<file path="src/rtl/xcvr_pkg.sv">
package xcvr_pkg;

    localparam int XCVR_W = 18;

    // State name: pass level, last sampled strobe level
    typedef enum logic [1:0] {
        P_PASS_LO = 2'b10,
        P_PASS_HI = 2'b11,
        P_HOLD_LO = 2'b00,
        P_HOLD_HI = 2'b01
    } path_state_t;

endpackage

</file>
<file path="src/rtl/xcvr_path.sv">
module xcvr_path
    import xcvr_pkg::*;
#(
    parameter int W = XCVR_W
) (
    input  logic         clk,
    input  logic         rst,
    input  logic         pass,
    input  logic         strobe,
    input  logic [W-1:0] src,
    output logic [W-1:0] held
);

    path_state_t state_q;
    path_state_t state_d;
    logic        strobe_was;
    logic        load;
    logic [W-1:0] held_q;

    // State register
    always_ff @(posedge clk) begin
        if (rst) begin
            state_q <= P_HOLD_HI;
        end else begin
            state_q <= state_d;
        end
    end

    // Next state and load decision
    always_comb begin
        unique case (state_q)
            P_PASS_LO: strobe_was = 1'b0;
            P_PASS_HI: strobe_was = 1'b1;
            P_HOLD_LO: strobe_was = 1'b0;
            P_HOLD_HI: strobe_was = 1'b1;
            default:   strobe_was = 1'b1;
        endcase

        unique case ({pass, strobe})
            2'b10:   state_d = P_PASS_LO;
            2'b11:   state_d = P_PASS_HI;
            2'b00:   state_d = P_HOLD_LO;
            2'b01:   state_d = P_HOLD_HI;
            default: state_d = P_HOLD_HI;
        endcase

        // pass wins; a strobe rise alone loads only while holding
        load = pass || (strobe && !strobe_was);
    end

    // Storage word
    always_ff @(posedge clk) begin
        if (rst) begin
            held_q <= '0;
        end else if (load) begin
            held_q <= src;
        end
    end

    assign held = held_q;

endmodule

</file>
<file path="src/rtl/xcvr_drive.sv">
module xcvr_drive #(
    parameter bit ACTIVE_LOW = 1'b0
) (
    input  logic clk,
    input  logic rst,
    input  logic en_pin,
    output logic drive
);

    logic en_on;
    logic drive_q;

    generate
        if (ACTIVE_LOW) begin : g_low
            assign en_on = ~en_pin;
        end else begin : g_high
            assign en_on = en_pin;
        end
    endgenerate

    always_ff @(posedge clk) begin
        if (rst) begin
            drive_q <= 1'b0;
        end else begin
            drive_q <= en_on;
        end
    end

    assign drive = drive_q;

endmodule

</file>
<file path="src/rtl/bus_xcvr18.sv">
module bus_xcvr18
    import xcvr_pkg::*;
#(
    parameter int W = XCVR_W
) (
    input  logic         clk,
    input  logic         rst,
    input  logic         ab_drive_en,
    input  logic         ab_pass,
    input  logic         ab_strobe,
    input  logic         ba_drive_n,
    input  logic         ba_pass,
    input  logic         ba_strobe,
    input  logic [W-1:0] a_in,
    input  logic [W-1:0] b_in,
    output logic [W-1:0] a_out,
    output logic         a_out_en,
    output logic [W-1:0] b_out,
    output logic         b_out_en
);

    xcvr_path #(.W(W)) u_ab (
        .clk    (clk),
        .rst    (rst),
        .pass   (ab_pass),
        .strobe (ab_strobe),
        .src    (a_in),
        .held   (b_out)
    );

    xcvr_path #(.W(W)) u_ba (
        .clk    (clk),
        .rst    (rst),
        .pass   (ba_pass),
        .strobe (ba_strobe),
        .src    (b_in),
        .held   (a_out)
    );

    xcvr_drive #(.ACTIVE_LOW(1'b0)) u_drv_b (
        .clk    (clk),
        .rst    (rst),
        .en_pin (ab_drive_en),
        .drive  (b_out_en)
    );

    xcvr_drive #(.ACTIVE_LOW(1'b1)) u_drv_a (
        .clk    (clk),
        .rst    (rst),
        .en_pin (ba_drive_n),
        .drive  (a_out_en)
    );

endmodule

</file>
<file path="config.mk">
export PLATFORM = sky130hd
export DESIGN_NAME = bus_xcvr18
export DESIGN_NICKNAME = d
export VERILOG_FILES = /design/src/rtl/xcvr_pkg.sv /design/src/rtl/xcvr_path.sv /design/src/rtl/xcvr_drive.sv /design/src/rtl/bus_xcvr18.sv
export SDC_FILE = /design/constraint.sdc
export NUM_CORES = 1
export LEC_CHECK = 0
export ABC_AREA = 1
export CAP_MARGIN = 10
export CORE_ASPECT_RATIO = 1.5
export CORE_UTILIZATION = 44
export CTS_CLUSTER_DIAMETER = 40
export DETAILED_ROUTE_END_ITERATION = 16
export PLACE_DENSITY = 0.84
export REMOVE_ABC_BUFFERS = 1
export SLEW_MARGIN = 20
export SYNTH_ARGS = -nofsm -noshare
export SYNTH_HDL_FRONTEND = slang
export SYNTH_SLANG_ARGS = --single-unit
</file>
<file path="constraint.sdc">
create_clock -name clk -period 3.4 [get_ports clk]
set_clock_uncertainty 0.2 [all_clocks]
set_input_delay 0.34 -clock clk [delete_from_list [all_inputs] [get_ports clk]]
set_output_delay 0.34 -clock clk [all_outputs]
set_load 0.05 [all_outputs]
</file>
==> run_results.csv <==
group,metric,value,unit
outcome,outcome,"finished clean",
placement,dp.cells,358,
clock_network,cts_resized,0,
layout,antennaDiodeCount,0,
drt,wl,3.65,mm
sta,hold_viol,0,
layout,seq_area,801,µm²
sta,max_slew_margin,60.5,%
global_route,grt_usage,17.5,%
sta,setup_tns,0,ns
yosys,yosysTopAreaCell,"dfxtp_1",
floorplan,ios,82,
yosys,synth-seq-area-share,43.9,%
clock_network,cts_num_sinks,40,
pwr,power_density,438,nW/µm²
placement,dpl.hpwl,2.53,mm
worst_setup_path,cp.required,2.86,ns
yosys,synth_cell_types,15,
yosys,syn_inst,247,
layout,nFillCells,371,
worst_setup_path,arrival,1.43,ns
pwr,power_leakage,1.19,nW
placement,routabilityCongestion,0.642,
clock_network,cts_made_buffers,5,
sta,period_needed,1.97,ns
worst_setup_path,ff2ff_setup_slack,2.18,ns
pwr,p_switching,0.000369,W
placement,numPortBuffers,81,
global_route,antenna_found_initial,0,
worst_setup_path,endpoint_kind,"output port",
drt,viasPerCell,4.68,
global_route,grt_pass1_vias,1456,
floorplan,dieArea,4410,µm²
drt,ant_nets,0,
pwr,pwr-share-comb,29.8,%
drt,avgRoutedWirePerCell,10.0,µm
pwr,pwr-share-seq,45.3,%
clock_network,cts_tree,"built",
sta,drv_slew,0,
floorplan,fp.coreArea,3960,µm²
drt,dr_total_vias,1709,
worst_setup_path,critical_path.top_delay_family,"buffers and inverters",
floorplan,rows,28,
sta,holdWs,0.341,ns
layout,final_nets,364,
layout,area_growth,43.8,%
pwr,pwr-share-clk,24.9,%
floorplan,dieHeight,80.8,µm
pwr,p_int,0.000780,W
clock_network,htree_num_levels,2,
worst_setup_path,cpPeakStageDelay,0.82,ns
floorplan,die_w,54.6,µm
worst_setup_path,path_buf_inv,1,
sta,tightest_slew,0.591,ns
yosys,yosys_register_bits,40,
layout,stdcell_count,365,
yosys,yosysWarningCount,0,
worst_setup_path,critPathLaunchType,"flop",
layout,design_area,2620,µm²
sta,finalCritPeriodShare,58.1,%
flow_run,drv_cap,0,
worst_setup_path,criticalPathCategory,"flop to output port",
global_route,grt_pass1_wl,5.81,mm
placement,place_area,2540,µm²
sta,final-setup-viol-count,0,
yosys,syn-cell-area,1820,µm²
sta,rsz0062_at_grt,"no",
yosys,yosysTopAreaCellShare,43.9,%
layout,drive_above_1_share,8.13,%
layout,multi_input_comb_area,718,µm²
pwr,switching_share,32.1,%
pwr,ir_drop,361,µV
clock_network,cts_buffer_depth,2,
floorplan,start_util,46.0,%
clock_network,clk_latency,0.28,ns
drt,first_iter_violations,27,
clock_network,cts_hold_buf,0,
global_route,grt_max_degree,37,
worst_hold_path,holdCritPathClass,"flop to flop",
yosys,avgSynthCellArea,7.38,µm²
yosys,synth.area.top_cells,"dfxtp_1 44%, a21oi_1 9.9%, nand3_1 8.5%",
worst_setup_path,cp_cell_sequence,"clkdlybuf4s50_1",
drt,drt_pre_antenna_iters,4,
clock_network,cts_setup_buffers,0,
layout,fin_util,66.2,%
clock_network,clk_pin_slew,0.07,ns
worst_setup_path,cpMaxStageDelayCell,"clkdlybuf4s50_1",
global_route,grt_overflow,0,
clock_network,root_buffer,"clkbuf_8",
sta,max_clock_freq,506,MHz
worst_setup_path,cp_max_fo,2,
drt,drc,0,
[state kept, by name, summed over array words and instances, names as in the netlist]
signal         cells
u_drv_b.drive      1
u_ba.held         18
u_drv_a.drive      1
u_ab.held         18
u_ab.state_q       1
u_ba.state_q       1
[cells in the mapped netlist]
cell type  instances
buf_6              7
nand2_1           36
a21oi_1           36
clkbuf_8           2
buf_4              4
inv_2              3
nor2_2             8
nand2_4            2
nor2_1            30
nand3_1           31
nand3_2            5
inv_1             39
or2_2              2
dfxtp_1           40
buf_2              2
[power groups by stage]
stage                     registers, W  clock network (W)  logic (W)
after floorplan               0.000650                  0  0.0000918
after global placement        0.000531                  0   0.000340
after detailed placement      0.000532                  0   0.000345
after CTS                     0.000521           0.000297   0.000346
after global routing          0.000525           0.000319   0.000371
final                         0.000521           0.000286   0.000343
[metrics by stage]
step                total power (W)  worst slack [ns]
finish                      0.00115              1.43
global route                0.00121              1.37
CTS                         0.00116              1.41
detailed placement         0.000876              1.60
global placement           0.000871              1.62
floorplan                  0.000742              2.20
[worst reg2reg max path: stages, from the launching register on]
cell,delay [ns]
dfxtp_1,0.32
inv_1,0.06
nand2_4,0.28
nand3_1,0.12
nand2_1,0.09
nor2_1,0.05
[cell usage in the layout (no fill, tap or decap), types with 3 or more instances in the layout]
cell type,count
a21oi_1,36
clkbuf_8,5
clkdlybuf4s50_1,81
dfxtp_1,40
inv_1,39
inv_2,3
nand2_1,36
nand3_1,31
nand3_2,5
nor2_1,30
nor2_2,8
[metal layers]
| metal | wire length, µm | GRT usage, % |
|---|---|---|
| met5 | 0 | 0 |
| met4 | 29 | 5.38 |
| met3 | 241 | 5.24 |
| met2 | 1900 | 32.2 |
| met1 | 1480 | 18.2 |
[final timing paths]
check                              from                        end  depth (start not counted)
min           u_ab.held[3]$_SDFFE_PP0P_  u_ab.held[3]$_SDFFE_PP0P_                          4
max           u_ba.held[3]$_SDFFE_PP0P_                   a_out[3]                          1
min reg2reg   u_ab.held[3]$_SDFFE_PP0P_  u_ab.held[3]$_SDFFE_PP0P_                          4
max reg2reg  u_ba.state_q[0]$_SDFF_PP1_  u_ba.held[7]$_SDFFE_PP0P_                          5
[kinds of logic (layout without fill, tap and decap cells)]
kind of cell / after synthesis / count (layout) / synth area share, %
and+or+nand+nor: 114 / 114 / 29.5
buffers and inverters: 57 / 130 / 16.7
AOI/OAI and AO/OA: 36 / 36 / 9.88
DFF: 40 / 40 / 43.9
[layout make-up]
type | count | area share, %
tap | 45 | 2.15
inverter | 42 | 6.01
sequential | 40 | 30.5
timing repair buffer | 81 | 30.9
clock inverter | 1 | 0.191
clock buffer | 6 | 2.77
multi-input combinational | 150 | 27.4
No activity file was read; power rests on OpenSTA's default activity.
